$ cat config.mk
export PLATFORM = sky130hd
export DESIGN_NAME = nibble_rx
export DESIGN_NICKNAME = d
export VERILOG_FILES = /design/src/rtl/nrx_pkg.sv /design/src/rtl/nrx_sync.sv /design/src/rtl/nrx_timer.sv /design/src/rtl/nrx_out.sv /design/src/rtl/nibble_rx.sv
export SDC_FILE = /design/constraint.sdc
export NUM_CORES = 1
export LEC_CHECK = 0
export ABC_AREA = 1
export BUFFER_PORTS_ARGS = -buffer_cell sky130_fd_sc_hd__buf_2
export CORE_MARGIN = 1
export CORE_UTILIZATION = 55
export DETAILED_ROUTE_END_ITERATION = 8
export GPL_TIMING_DRIVEN = 0
export PLACE_DENSITY = 0.76
export RECOVER_POWER = 100
export SETUP_SLACK_MARGIN = 0.3
export SYNTH_ARGS = -nofsm -noshare
export SYNTH_HDL_FRONTEND = slang
export SYNTH_SLANG_ARGS = --single-unit
$ cat constraint.sdc
create_clock -name clk -period 2.8 [get_ports clk]
set_clock_uncertainty 0.05 [all_clocks]
set_input_delay 0 -clock clk [delete_from_list [all_inputs] [get_ports clk]]
set_output_delay 0 -clock clk [all_outputs]
set_load 0.01 [all_outputs]
$ cat src/rtl/nrx_pkg.sv
package nrx_pkg;
  localparam int NRX_NIB_W  = 4;
  localparam int NRX_BYTE_W = 2 * NRX_NIB_W;

  typedef enum logic [2:0] {
    ST_IDLE,
    ST_SLOT,
    ST_REQ_LO,
    ST_ACK_LO,
    ST_REQ_HI,
    ST_ACK_HI
  } nrx_state_e;

  typedef enum logic [1:0] {
    XS_OK      = 2'd0,
    XS_TIMEOUT = 2'd1,
    XS_IOERR   = 2'd2
  } nrx_status_e;
endpackage

$ cat src/rtl/nrx_sync.sv
module nrx_sync #(
  parameter int               WIDTH     = 5,
  parameter logic [WIDTH-1:0] RESET_VAL = '1
) (
  input  logic             clk,
  input  logic             rst_n,
  input  logic [WIDTH-1:0] din,
  output logic [WIDTH-1:0] dout
);
  for (genvar i = 0; i < WIDTH; i++) begin : g_bit
    logic [1:0] stage;
    always_ff @(posedge clk or negedge rst_n) begin
      if (!rst_n) stage <= {2{RESET_VAL[i]}};
      else        stage <= {stage[0], din[i]};
    end
    assign dout[i] = stage[1];
  end
endmodule

$ cat src/rtl/nrx_timer.sv
module nrx_timer #(
  parameter int TICK_CYCLES = 100,
  parameter int LONG_TICKS  = 2000,
  parameter int SHORT_TICKS = 6
) (
  input  logic clk,
  input  logic rst_n,
  input  logic clr,
  input  logic sel_long,
  output logic expired
);
  localparam int PRE_W = (TICK_CYCLES > 1) ? $clog2(TICK_CYCLES) : 1;
  localparam int CNT_W = $clog2(LONG_TICKS + 1);

  logic [PRE_W-1:0] pre;
  logic [CNT_W-1:0] cnt;
  logic [CNT_W-1:0] limit;
  logic             tick;

  assign tick    = (pre == PRE_W'(TICK_CYCLES - 1));
  assign limit   = sel_long ? CNT_W'(LONG_TICKS) : CNT_W'(SHORT_TICKS);
  assign expired = (cnt >= limit);

  always_ff @(posedge clk or negedge rst_n) begin
    if (!rst_n) begin
      pre <= '0;
      cnt <= '0;
    end else if (clr) begin
      pre <= '0;
      cnt <= '0;
    end else begin
      pre <= tick ? '0 : pre + 1'b1;
      if (tick && !expired) cnt <= cnt + 1'b1;
    end
  end


  expiry_sticky_chk: assert property (@(posedge clk) disable iff (!rst_n)
    (expired && !clr) |=> expired);
endmodule

$ cat src/rtl/nrx_out.sv
module nrx_out #(
  parameter int DATA_W = 8
) (
  input  logic              clk,
  input  logic              rst_n,
  input  logic              push,
  input  logic [DATA_W-1:0] push_data,
  input  logic              ready,
  output logic              valid,
  output logic [DATA_W-1:0] data
);
  always_ff @(posedge clk or negedge rst_n) begin
    if (!rst_n) begin
      valid <= 1'b0;
      data  <= '0;
    end else if (push) begin
      valid <= 1'b1;
      data  <= push_data;
    end else if (ready) begin
      valid <= 1'b0;
    end
  end


  no_overflow_chk: assert property (@(posedge clk) disable iff (!rst_n)
    push |-> !valid);


  data_hold_chk: assert property (@(posedge clk) disable iff (!rst_n)
    (valid && !ready) |=> (valid && $stable(data)));
endmodule

$ cat src/rtl/nibble_rx.sv
module nibble_rx
  import nrx_pkg::*;
#(
  parameter int CNT_W       = 16,
  parameter int TICK_CYCLES = 100,
  parameter int FIRST_TICKS = 2000,
  parameter int SHORT_TICKS = 6
) (
  input  logic                  clk,
  input  logic                  rst_n,
  input  logic                  start,
  input  logic [CNT_W-1:0]      byte_count,
  input  logic                  st_nack,
  input  logic                  st_busy,
  input  logic                  st_perror,
  input  logic                  st_select,
  input  logic                  st_nfault,
  output logic                  autofd_n,
  output logic                  m_valid,
  input  logic                  m_ready,
  output logic [NRX_BYTE_W-1:0] m_data,
  output logic                  busy,
  output logic                  done,
  output logic [1:0]            xfer_status,
  output logic [CNT_W-1:0]      delivered
);
  localparam int SYNC_W = NRX_NIB_W + 1;

  logic [SYNC_W-1:0]    sync_q;
  logic                 nack_s;
  logic [NRX_NIB_W-1:0] nib_s;

  nrx_sync #(.WIDTH(SYNC_W), .RESET_VAL('1)) u_sync (
    .clk  (clk),
    .rst_n(rst_n),
    .din  ({st_nack, st_busy, st_perror, st_select, st_nfault}),
    .dout (sync_q)
  );
  assign nack_s = sync_q[SYNC_W-1];
  assign nib_s  = sync_q[NRX_NIB_W-1:0];

  nrx_state_e           state, nxt;
  logic [CNT_W-1:0]     remaining, req_q;
  logic [NRX_NIB_W-1:0] lo_q;
  logic                 push, finish, expired, tmr_clr;
  nrx_status_e          fin_code;

  always_comb begin
    nxt      = state;
    push     = 1'b0;
    finish   = 1'b0;
    fin_code = XS_OK;
    case (state)
      ST_IDLE: begin
        if (start) begin
          if (byte_count == '0) finish = 1'b1;
          else                  nxt    = ST_SLOT;
        end
      end
      ST_SLOT:   if (!m_valid) nxt = ST_REQ_LO;
      ST_REQ_LO: begin
        if (!nack_s) nxt = ST_ACK_LO;
        else if (expired) begin
          finish = 1'b1; fin_code = XS_TIMEOUT; nxt = ST_IDLE;
        end
      end
      ST_ACK_LO: begin
        if (nack_s) nxt = ST_REQ_HI;
        else if (expired) begin
          finish = 1'b1; fin_code = XS_TIMEOUT; nxt = ST_IDLE;
        end
      end
      ST_REQ_HI: begin
        if (!nack_s) begin
          push = 1'b1; nxt = ST_ACK_HI;
        end else if (expired) begin
          finish = 1'b1; fin_code = XS_TIMEOUT; nxt = ST_IDLE;
        end
      end
      ST_ACK_HI: begin
        if (nack_s) begin
          if (remaining == CNT_W'(1)) begin
            finish = 1'b1; nxt = ST_IDLE;
          end else begin
            nxt = ST_SLOT;
          end
        end else if (expired) begin
          finish = 1'b1; fin_code = XS_IOERR; nxt = ST_IDLE;
        end
      end
      default: nxt = ST_IDLE;
    endcase
  end

  assign tmr_clr = (nxt != state);

  nrx_timer #(
    .TICK_CYCLES(TICK_CYCLES),
    .LONG_TICKS (FIRST_TICKS),
    .SHORT_TICKS(SHORT_TICKS)
  ) u_timer (
    .clk     (clk),
    .rst_n   (rst_n),
    .clr     (tmr_clr),
    .sel_long(state == ST_REQ_LO),
    .expired (expired)
  );

  always_ff @(posedge clk or negedge rst_n) begin
    if (!rst_n) begin
      state       <= ST_IDLE;
      remaining   <= '0;
      req_q       <= '0;
      lo_q        <= '0;
      delivered   <= '0;
      done        <= 1'b0;
      xfer_status <= XS_OK;
    end else begin
      state <= nxt;
      done  <= finish;
      if (finish) xfer_status <= fin_code;
      if (state == ST_IDLE && start) begin
        remaining <= byte_count;
        req_q     <= byte_count;
        delivered <= '0;
      end
      if (state == ST_REQ_LO && !nack_s) lo_q <= nib_s;
      if (push) delivered <= delivered + 1'b1;
      if (state == ST_ACK_HI && nack_s) remaining <= remaining - 1'b1;
    end
  end

  nrx_out #(.DATA_W(NRX_BYTE_W)) u_out (
    .clk      (clk),
    .rst_n    (rst_n),
    .push     (push),
    .push_data({nib_s, lo_q}),
    .ready    (m_ready),
    .valid    (m_valid),
    .data     (m_data)
  );

  assign busy     = (state != ST_IDLE);
  assign autofd_n = !(state == ST_REQ_LO || state == ST_REQ_HI);


  delivered_cap_chk: assert property (@(posedge clk) disable iff (!rst_n)
    busy |-> (delivered <= req_q));


  done_idle_chk: assert property (@(posedge clk) disable iff (!rst_n)
    done |-> (state == ST_IDLE));


  slot_hold_chk: assert property (@(posedge clk) disable iff (!rst_n)
    (state == ST_SLOT && m_valid) |=> (state == ST_SLOT));


  request_after_push_chk: assert property (@(posedge clk) disable iff (!rst_n)
    $rose(m_valid) |-> autofd_n);
endmodule

== After elaboration in Yosys (flattened, before gate mapping) ==
Cells that the tools add are included.

* Input bits: 25
* Flip-flop bits (word level): 79
* Logic and storage cells: 81
* Output and inout bits: 30

* Reductions and logical operators: 16
* Multiplexer cells: 37
* Eq/ne operators: 8
* Order comparisons: 1
* Add/sub/neg operators: 4

{| class="wikitable"
|+ Operator list
! cell !! count
|-
| $mux W16 || 4
|-
| $mux W11 || 3
|-
| $mux W3 || 8
|-
| $pmux W3 S6 || 1
|-
| $add A16 B1 Y16 const B || 1
|-
| $eq A16 B1 Y1 const B || 1
|-
| $logic_not A16 Y1 || 1
|-
| $sub A16 B1 Y16 const B || 1
|-
| $mux W1 || 14
|-
| $mux W7 || 2
|-
| $add A11 B1 Y11 const B || 1
|-
| $ge A11 B11 Y1 || 1
|-
| $reduce_bool A2 Y1 || 4
|-
| $add A7 B1 Y7 const B || 1
|-
| $eq A7 B7 Y1 const B || 1
|-
| $eq A3 B2 Y1 const B || 2
|-
| $eq A3 B3 Y1 const B || 2
|-
| $mux W2 || 3
|-
| $pmux W2 S3 || 1
|-
| $logic_and A1 B1 Y1 || 4
|-
| $pmux W1 S4 || 1
|-
| $eq A3 B1 Y1 const B || 1
|-
| $logic_not A1 Y1 || 3
|-
| $logic_not A3 Y1 || 1
|-
| other kinds (4) || 4
|}

== Longest topological paths before layout ==
Gate-level depths: netlist of run 1.

* Depth in word-level cells: 8
* Depth in mapped cells: 22
* Gate-level depth less buffers: 21

== Cells and area by module ==
A second synthesis of run 1 with hierarchy kept.

* Cell total of the unflattened synthesis: 615
* Area total of the unflattened synthesis: 4692.0 µm²

{| class="wikitable"
|+ Modules (own cells, without submodules)
! module !! cells each !! area each (µm²) !! seq. area each (µm²) !! times used
|-
| nibble_rx || 372 || 2653.8 || 1051.0 || 1
|-
| nrx_timer || 190 || 1396.3 || 450.4 || 1
|-
| nrx_out || 38 || 341.6 || 225.2 || 1
|-
| nrx_sync || 15 || 300.3 || 262.8 || 1
|}

== Worst setup path before layout of run 1 ==
OpenSTA, ideal clock, no wires.

* Kind: reg2reg
* From: register state[1]
* To: register u_timer.cnt[7]
* Library setup time: 0.120 ns
* Buffers on the path: 1
* Data required time: 2.630 ns
* Stages on the path, launching flop included: 22
* Period minus slack after synthesis: 2.578 ns
* Data arrival time: 2.408 ns
* Path slack: 0.222 ns
* Cells stage by stage: dfrtp_1 inv_1 nor2_2 inv_2 nor2_4 inv_1 ha_1 inv_1 nor2_1 nor2b_1 nand2_1 nand2_1 nand2_1 nand2_2 nand2_1 nand3_1 nand2_1 nor2_1 nor2_4 nand2_4 buf_12 nor2_2

* Word-level cells in the longest chain between the ends: 8
* Elaborated cells on any way between the ends: 22
* Classes of those cells: 1 x order compare; 6 x eq/ne; 11 x mux; 4 x reduce/logical

{| class="wikitable"
|+ RTL lines
! element !! line !! text
|-
| from (decl) || nibble_rx.sv:42 || <nowiki>nrx_state_e state, nxt;</nowiki>
|-
| from (signal assigned) || nibble_rx.sv:119 || <nowiki>state <= nxt;</nowiki>
|-
| $eq A3 B2 Y1 || nibble_rx.sv:53, nibble_rx.sv:105 ||
|-
| $mux W11 || nrx_timer.sv:21 || <nowiki>assign limit = sel_long ? CNT_W'(LONG_TICKS) : CNT_W'(SHORT_TICKS);</nowiki>
|-
| $ge A11 B11 Y1 || nrx_timer.sv:22 || <nowiki>assign expired = (cnt >= limit);</nowiki>
|-
| $mux W3 || -- ||
|-
| $mux W3, on equally long branches || -- ||
|-
| $pmux W3 S6 || nibble_rx.sv:53 || <nowiki>case (state)</nowiki>
|-
| $ne A3 B3 Y1 || nibble_rx.sv:95 || <nowiki>assign tmr_clr = (nxt != state);</nowiki>
|-
| $mux W11 / $reduce_bool A2 Y1 (equally long branches) || -- ||
|-
| to (signal assigned) || nrx_timer.sv:33 || <nowiki>if (tick && !expired) cnt <= cnt + 1'b1;</nowiki>
|-
| to (decl) || nrx_timer.sv:16 || <nowiki>logic [CNT_W-1:0] cnt;</nowiki>
|}

Several ways; a longest one is shown, not always the timed one.
A chain may end at the register's enable or synchronous reset.

== Worst setup path after layout of run 1 ==
* From: register state[2]
* To: register u_timer.cnt[9]

The elaborated chain is that of the path after synthesis.

==> results of run 1 <==
## kinds of logic after synthesis
logic type      Yosys count  share of synthesized area, %
simple gates            254                          27.3
buf+inv                  84                          8.03
flops                    79                          46.8
compound gates           61                          8.59
xor+xnor                 18                          3.71
fa+ha+maj                13                          3.83
mux                       7                          1.80
## through the flow
stage               hold slack [ps]  setup slack, ps  util, %
detailed placement             -141            -81.1     63.5
finish                         5.35              136     73.2
CTS                            3.49              266     72.2
floorplan                      -346              303        -
global placement               55.3            -3.50     63.1
global route                   52.2             3.29     73.2
## cell usage in the layout (no fill, tap or decap), drive strengths merged, types with 3 or more instances in the layout
cell type,instances
a21oi,10
buf,47
clkbuf,47
dfrtp,69
dfstp,10
dlygate4sd3,20
ha,13
inv,78
mux2,5
nand2,127
nand3,33
nand4,8
nor2,66
nor3,10
nor4,4
o211ai,8
o21ai,27
o22ai,3
xor2,17
## sequential cells by signal, indices dropped and copies added (netlist names), 3 cells and up
register            flops
state                   3
u_timer.pre             7
delivered              16
u_out.data              8
lo_q                    4
u_timer.cnt            11
remaining              16
u_sync.g_bit.stage     10
## critical path, delay by kind of cell, from the launching register on
| kind | cells | cell delay, ps |
|---|---|---|
| flip-flops | 1 | 430 |
| buffers and inverters | 5 | 580 |
| AND/OR/NAND/NOR | 15 | 1360 |
| adder cells (fa/ha/maj) | 1 | 200 |
## timing repair
action                                  CTS  global route
pin swaps                                20            19
endpoints found under the setup margin   21            21
gates cloned                              1             0
hold buffers                             20             0
resized for setup                        25            24
hold endpoints to repair                 88             0
setup buffers                            16             4
## power breakdown
group | switching (mW) | leakage, nW | total (mW) | internal, mW
registers | 0.199 | 1.01 | 1.61 | 1.41
logic | 1.24 | 1.41 | 2.18 | 0.941
clock network | 0.472 | 0.0888 | 0.811 | 0.339
total | 1.91 | 2.50 | 4.61 | 2.69
## final cells by class
type                            count  area (um2)
Multi-Input combinational cell    353        2080
Sequential cell                    79        1990
Buffer                              9        51.3
Clock inverter                      7        61.3
Timing Repair Buffer               96         667
Inverter                           75         292
Fill cell                         553        1980
Tap cell                           99         124
Clock buffer                        9         124
## layer usage
metal  GRT usage [%]  up-vias
met5               0        -
met4            10.5        0
met3            4.74       28
met2            43.8      123
met1            34.5     1839
li1                -     1874
## worst paths after layout
check | startpoint | endpoint | slack, ps | cells past startpoint
max reg2reg | state[2] | u_timer.cnt[9] | 140 | 21
max | state[2] | u_timer.cnt[9] | 140 | 21
min reg2reg | u_sync.g_bit[3].stage[0] | u_sync.g_bit[3].stage[1] | 310 | 0
min | byte_count[2] | remaining[2] | 5 | 3
max in group asynchronous | rst_n | u_sync.g_bit[4].stage[1] | 1390 | 3
min in group asynchronous | rst_n | remaining[2] | 380 | 2
==> impl_metrics.yaml, run 1 <==
run_status:
  status: "complete, no violations"
pwr:
  p_leak_nw: 2.50
  total_power_mw: 4.61
  peakVddDrop_mv: 0.473
  p_per_area_mw_per_mm2: 854
synth:
  synthTopCellsByArea: "dfrtp_1 (41%), nand2_1 (11%), dfstp_2 (6.2%), inv_1 (6.1%), nor2_1 (4.3%)"
  ys_seq_elements: 79
  ys.flop_type: "dfrtp_1"
  synthCells: 516
  synth-edff-count: 0
  yosysTopAreaCellShare_pct: 40.6
  async_reset_ff_share_pct: 100
  synth_commonest_cells: "nand2_1 (119), dfrtp_1 (69), inv_1 (69)"
  yosys_warnings: 0
  netlist_area_mm2: 0.00425
  synth_area_leader_cell: "dfrtp_1"
  synth_fp_nets: 554
  ys_types: 43
  post-synth-top-count-cell: "nand2_1"
  seq_area_frac_synth_pct: 46.8
  syn_area_per_cell_um2: 8.24
worst_setup_path:
  cp_max_fo: 6
  critPathKind: "flop to flop"
  cp.arrival_ps: 2910
  crit_path_cell_trace: "nor2_4 > inv_2 > nor2_4 > clkinv_4 > buf_4 > ha_4 > nand3_1 > nand3_1 > nand2_1 > nand2_1 > nand2_2 > nand3_1 > nand2_1 > nand2_2 > nand3_2 > nand2_2 > nor2_4 > nand2_4 > buf_12 > buf_16 > nor2_2"
  max_stage_delay_ps: 430
  crit_slowest_cell: "dfrtp_2"
  startpoint_type: "flop"
  required_ps: 3040
  end_kind: "flop"
drt:
  drc: 0
  highest-signal-layer: "met4"
  final_antenna_net_count: 0
  vias_per_cell: 5.31
  drt_iter0_drc: 247
  route.met3.wl_um: 494
  wl_um: 10400
  met2WireLength_um: 5120
  vias: 3864
  wl_per_cell_um: 14.3
  m1WireLength_um: 4510
  first_pass_iters: 5
clock_network:
  h-tree-depth: 3
  cts_max_path_buffers: 2
  path_clk_slew_ps: 90
  cts_tree: "yes"
  root_buffer: "clkbuf_8"
  cts_buffers: 9
  cts.sinks: 79
  clock_latency_ps: 350
die:
  num_rows: 31
  core_mm2: 0.00737
  die_w_um: 89.9
  dieArea_mm2: 0.00809
  die_h_um: 89.9
  io-pin-count: 55
  start_util_pct: 57.7
sta:
  setup_tns_ps: 0
  finalCritPeriodShare_pct: 95.1
  maxSlewViolCount: 0
  maxSlewHeadroom_pct: 16.9
  final.min_clock_period_ps: 2660
  rsz0062_at_grt: "true"
  fmax_ghz: 0.375
  finalHoldViolCount: 0
  finalSetupViolations: 0
  tightest_slew_ps: 1250
place:
  dp.cells: 670
  gp_congestion: 0.879
  place_area_mm2: 0.00468
  dp_hpwl_um: 6550
  port_buffers: 54
hold_path:
  hold_class: "input port to flop"
run:
  drv_cap: 0
global_route:
  grt_max_degree: 60
  grt_pass1_wl_um: 17100
  grt_overflow: 0
  grt.total_usage_pct: 26.4
  grt_pass1_vias: 3725
  antenna_found_initial: 0
cells_and_area:
  antenna_cells: 0
  final_area_mm2: 0.00539
  layout-drive-gt1-share_pct: 21.0
  final_cell_count_no_fill: 727
  area_growth_pct: 26.8
  nNetsFinal: 661
No activity file was read; power rests on OpenSTA's default activity.
==> run 2: changes to the inputs <==
Settings changed: CORE_UTILIZATION 55 to 31, CTS_CLUSTER_SIZE set to 28, PLACE_DENSITY 0.76 to not set.
==> run 2 against run 1 <==
  * Setup slack better by 44 ps
  * Cell count up 10%
  * Combinational power about the same
  * Cell area up 2.5%
  * Highest routed layer unchanged
==> impl_metrics.yaml, run 2 (synthesis gave the netlist of run 1 again) <==
die:
  num_rows: 42
  die_w_um: 119
  die_h_um: 119
  core_mm2: 0.0133
  start_util_pct: 32.0
  io-pin-count: 55
  dieArea_mm2: 0.0142
global_route:
  grt_overflow: 0
  grt_max_degree: 41
  grt.total_usage_pct: 15.4
  grt_pass1_vias: 3717
  antenna_found_initial: 0
  grt_pass1_wl_um: 17300
pwr:
  p_leak_nw: 2.54
  peakVddDrop_mv: 0.459
  p_per_area_mw_per_mm2: 884
  total_power_mw: 4.88
clock_network:
  clock_latency_ps: 340
  cts_max_path_buffers: 2
  cts.sinks: 79
  cts_tree: "yes"
  cts_buffers: 9
  root_buffer: "clkbuf_16"
  h-tree-depth: 3
  path_clk_slew_ps: 60
cells_and_area:
  layout_common_cells: "nand2_1 (115), dfrtp_1 (68), inv_1 (67)"
  seq_area_mm2: 0.00199
  final_area_mm2: 0.00552
  layout-drive-gt1-share_pct: 21.3
  antenna_cells: 0
  fillers: 1330
  top_regs: "delivered x16, remaining x16, u_timer.cnt x11"
  multiInputGateArea_mm2: 0.00207
  nNetsFinal: 658
  area_growth_pct: 29.9
  final_common_cell: "nand2_1"
drt:
  vias: 3731
  final_antenna_net_count: 0
  drt_iter0_drc: 189
  drc: 0
  vias_per_cell: 4.66
  first_pass_iters: 6
  wl_per_cell_um: 12.7
  wl_um: 10200
worst_setup_path:
  critPathKind: "flop to flop"
  cpLargestDelayFamily: "simple AND/OR/NAND/NOR gates"
  cp.arrival_ps: 2790
  cp_max_fo: 7
  startpoint_type: "flop"
  crit_buf_inv: 5
  crit_path_cell_trace: "nor2_4 > inv_2 > nor2_4 > clkinv_4 > ha_4 > inv_2 > nor2_2 > nor2b_4 > nand2_1 > nand2_2 > nand2_4 > nand2_4 > nand2_2 > nand3_1 > nand2_2 > nor2_4 > nor2_4 > nand2_4 > buf_6 > buf_12 > nor2_4"
  end_kind: "flop"
  max_stage_delay_ps: 420
  crit_slowest_cell: "dfrtp_1"
  required_ps: 2970
  critPathMostFrequentCell: "nor2_4"
sta:
  timing.hold.ws_ps: 30.4
  finalCritPeriodShare_pct: 93.6
  rsz0062_at_grt: "true"
  setup_tns_ps: 0
  maxSlewHeadroom_pct: 31.3
  maxSlewViolCount: 0
  tightest_slew_ps: 1030
  fmax_ghz: 0.382
  finalHoldViolCount: 0
  final.min_clock_period_ps: 2620
  finalSetupViolations: 0
hold_path:
  hold_class: "input port to flop"
place:
  gp_congestion: 0.837
  port_buffers: 54
  place_area_mm2: 0.00477
  dp_hpwl_um: 7100
run_status:
  status: "complete, no violations"
run:
  drv_cap: 0
[run 2: cell count changes in the layout (fill, tap and decap cells not counted), sizes merged]
| cell | previous run | this run |
|---|---|---|
| buf | 47 | 40 |
| clkbuf | 47 | 53 |
| clkinv | 2 | 6 |
| inv | 78 | 74 |
| clkinvlp | 2 | 0 |
[run 2: cell type report]
cell class                 instances  area share (%)
clock buffer                      11            4.58
inverter                          75            5.19
clock inverter                     5           0.589
tap                              176            3.99
buffer                             9           0.929
timing repair buffer              93            11.3
sequential                        79            36.0
multi-input combinational        353            37.4
[run 2: layer usage]
layer / GRT usage [%] / up-vias / wire length, um
met4: 7.04 / 0 / 264
li1: - / 1873 / -
met5: 0 / - / 0
met3: 4.45 / 25 / 437
met2: 25.2 / 91 / 4890
met1: 18.7 / 1742 / 4590
[run 2: report_power, final]
| group | internal (mW) | switching [mW] | leakage, nW |
|---|---|---|---|
| sequential | 1.41 | 0.192 | 1.01 |
| combinational | 0.953 | 1.22 | 1.39 |
| clock | 0.647 | 0.458 | 0.145 |
| total | 3.01 | 1.87 | 2.54 |
[run 2: worst paths after layout]
path                                     startpoint                  endpoint  slack [ps]  cells after the start
setup / recovery                           state[2]            u_timer.pre[4]         180                     21
hold / removal                        byte_count[5]              remaining[5]          30                      5
setup reg to reg                           state[2]            u_timer.pre[4]         180                     21
hold reg to reg            u_sync.g_bit[0].stage[0]  u_sync.g_bit[0].stage[1]         310                      0
max in group asynchronous                     rst_n             u_out.data[6]         850                      3
min in group asynchronous                     rst_n            u_timer.pre[0]         340                      2
[run 2: what timing repair did]
action                                  CTS  global route
gates cloned                              1             0
pin swaps                                15             9
endpoints found under the hold margin    58             0
endpoints found under the setup margin   20            21
gates resized for setup                  17            30
hold buffers                             20             0
setup buffers                            11             6
[run 2: worst register-to-register path, cell delays in order, from the launching register on]
cell      delay [ps]
dfrtp_1          420
nor2_4           130
inv_2             60
nor2_4           110
clkinv_4         110
ha_4             280
inv_2             30
nor2_2           100
nor2b_4          150
nand2_1           60
nand2_2           70
nand2_4           70
nand2_4           90
nand2_2           60
nand3_1          130
nand2_2           80
nor2_4           100
nor2_4            50
nand2_4          100
buf_6            110
buf_12           120
nor2_4            30
[run 2: through the flow]
stage          worst slack (ps)  utilization (%)  instances
5_1_grt                    56.1             41.5        801
6_report                    180             41.5        801
2_1_floorplan               303                -        516
3_3_place_gp              -12.9             35.7        746
3_5_place_dp              -68.1             35.9        747
4_1_cts                     267             40.9        795
==> run 3: changes to the inputs <==
Settings changed: CORE_MARGIN 1 to 1.5.
==> run 3 against run 2 <==
  * The run now ends with max-capacitance violations, max-slew violations left
  * Register-to-register slack about the same
  * Routed wire length up 2.7%
  * Maximum frequency up 0.55%
  * Cell count up 0.62%
  * Die area up 1.7%
  * Flip-flop and latch count unchanged
  * Utilization up 1.1 points
  * First-iteration DRC count down 4.2%
  * Sequential power about the same
  * Global-route usage down 0.17 points
  * Via count up 1.0%
  * Cell area up 2.7%
  * Critical path type unchanged
  * Critical endpoint is now u_timer.cnt[4]
  * Highest routed layer unchanged
==> impl_metrics.yaml, run 3 (synthesis gave the netlist of run 1 again) <==
worst_setup_path:
  timing.critical_path.from: "state[2]"
  crit_buf_inv: 5
  cp_max_fo: 8
  startpoint_type: "flop"
  required_ps: 2980
  crit_slowest_cell: "dfrtp_1"
  crit_path_cell_trace: "nor2_4 > inv_2 > nor2_4 > clkinv_4 > ha_4 > inv_2 > nor2_4 > nor2b_4 > nand2_1 > nand2_1 > nand2_2 > nand2_4 > nand2_2 > nand3_2 > nand2_2 > nor2_4 > nor2_4 > nand2_4 > buf_6 > buf_12 > nor2_4"
  critPathKind: "flop to flop"
  max_stage_delay_ps: 420
  r2r_start: "state[2]"
  cp.arrival_ps: 2780
  critPathMostFrequentCell: "nor2_4"
  cpLargestDelayFamily: "simple AND/OR/NAND/NOR gates"
  r2r_end: "u_timer.cnt[4]"
  r2r_slack_ps: 190
  reg2regPathDepth: 21
  end_kind: "flop"
run:
  drv_cap: 1
cells_and_area:
  top_regs: "delivered x16, remaining x16, u_timer.cnt x11"
  antenna_cells: 0
  fin_util_pct: 42.7
  area_growth_pct: 33.4
  layout_common_cells: "nand2_1 (117), inv_1 (68), dfrtp_1 (68)"
  nNetsFinal: 663
  layout-drive-gt1-share_pct: 21.1
  final_common_cell: "nand2_1"
  fillers: 1299
clock_network:
  path_clk_slew_ps: 60
  h-tree-depth: 3
  cts_buffers: 9
  cts_tree: "yes"
  root_buffer: "clkbuf_16"
  clock_latency_ps: 340
  cts_max_path_buffers: 2
  cts.sinks: 79
hold_path:
  hp-start: "byte_count[8]"
  min_path_cells: 5
  hold-path-endpoint: "remaining[8]"
  hold_class: "input port to flop"
pwr:
  p_comb_share_pct: 43.4
  p_sw_share_pct: 36.6
  clkPwrFrac_pct: 25.8
  p_leak_nw: 2.59
  peakVddDrop_mv: 0.459
  p_sw_mw: 1.91
  total_power_mw: 5.21
  p_int_mw: 3.30
  p_per_area_mw_per_mm2: 919
  p_seq_share_pct: 30.9
global_route:
  antenna_found_initial: 0
  grt_max_degree: 49
  grt_overflow: 0
  grt.total_usage_pct: 15.2
  grt_pass1_vias: 3739
  grt_pass1_wl_um: 17500
die:
  io-pin-count: 55
  start_util_pct: 32.0
  core_mm2: 0.0133
  dieArea_mm2: 0.0144
  num_rows: 42
  die_h_um: 120
  die_w_um: 120
drt:
  vias_per_cell: 4.68
  drc: 0
  first_pass_iters: 7
  wl_per_cell_um: 13.0
  vias: 3770
  drt_iter0_drc: 181
  final_antenna_net_count: 0
  wl_um: 10500
sta:
  maxSlewViolCount: 32
  timing.hold.ws_ps: 64.1
  finalCritPeriodShare_pct: 93.1
  tightest_slew_ps: 1800
  finalSetupViolations: 0
  maxSlewHeadroom_pct: -19.9
  finalHoldViolCount: 0
  fmax_ghz: 0.384
  rsz0062_at_grt: "true"
  setup_ws_ps: 194
  final.min_clock_period_ps: 2610
run_status:
  status: "finished with violations"
  violations: "max-capacitance violations, max-slew violations"
place:
  port_buffers: 54
  dp_slack_ps: -52.8
  gp_congestion: 0.868
  dp_hpwl_um: 7070
[run 3: changes by cell type in the layout (fill, tap and decap cells not counted), sizes merged]
cell	change
buf	+5
bufinv	+3
clkbuf	+1
clkinv	-5
dlygate4sd3	+1
[run 3: worst reg2reg max path: stages (launching register included)]
cell and delay [ps]:
dfrtp_1 420, nor2_4 140, inv_2 60, nor2_4 120
clkinv_4 120, ha_4 290, inv_2 40, nor2_4 80
nor2b_4 130, nand2_1 50, nand2_1 60, nand2_2 90
nand2_4 100, nand2_2 60, nand3_2 90, nand2_2 70
nor2_4 100, nor2_4 50, nand2_4 90, buf_6 110
buf_12 130, nor2_4 50
[run 3: cell type report]
type	instances	area, um2	share of cell area, %
Sequential cell	79	1990	35.1
Timing Repair Buffer	98	683	12.0
Buffer	9	51.3	0.904
Multi-Input combinational cell	353	2100	37.0
Clock inverter	3	90.1	1.59
Inverter	75	287	5.05
Tap cell	176	220	3.88
Clock buffer	13	250	4.41
[run 3: per-layer routing]
layer	GRT usage, %	up-vias	wire length [um]
met5	0	-	0
met2	24.9	65	5140
li1	-	1881	-
met1	18.9	1802	4700
met4	6.62	0	250
met3	3.99	22	366
[run 3: worst max-delay path by stage]
stage	endpoint	cells after the start
floorplan	u_timer.cnt[7]	21
global placement	u_timer.cnt[7]	21
detailed placement	u_timer.cnt[4]	18
CTS	u_timer.cnt[4]	22
global route	u_timer.cnt[4]	21
finish	u_timer.cnt[4]	21
[run 3: power by group through the flow]
stage | sequential [mW] | combinational [mW] | clock (mW)
3_5_place_dp | 1.63 | 1.59 | 0
2_1_floorplan | 1.63 | 1.13 | 0
6_report | 1.61 | 2.26 | 1.34
5_1_grt | 1.64 | 2.50 | 1.43
3_3_place_gp | 1.62 | 1.54 | 0
4_1_cts | 1.61 | 2.13 | 1.38
[run 3: stage by stage]
stage / cell area, um2 / TNS, ps / std cells
after global placement: 4740 / -7.52 / 746
final: 5670 / 0 / 806
after detailed placement: 4770 / -345 / 747
after global routing: 5670 / -2.22 / 806
after floorplan: 4250 / 0 / 516
after CTS: 5580 / 0 / 800
[run 3: timing repair]
| action | 4_1_cts | 5_1_grt |
|---|---|---|
| pin swaps | 15 | 10 |
| hold buffers | 21 | 0 |
| cloned | 1 | 0 |
| resized for setup | 26 | 25 |
| buffers inserted | 15 | 6 |
| hold endpoints to repair | 97 | 0 |
| endpoints found under the setup margin | 21 | 19 |
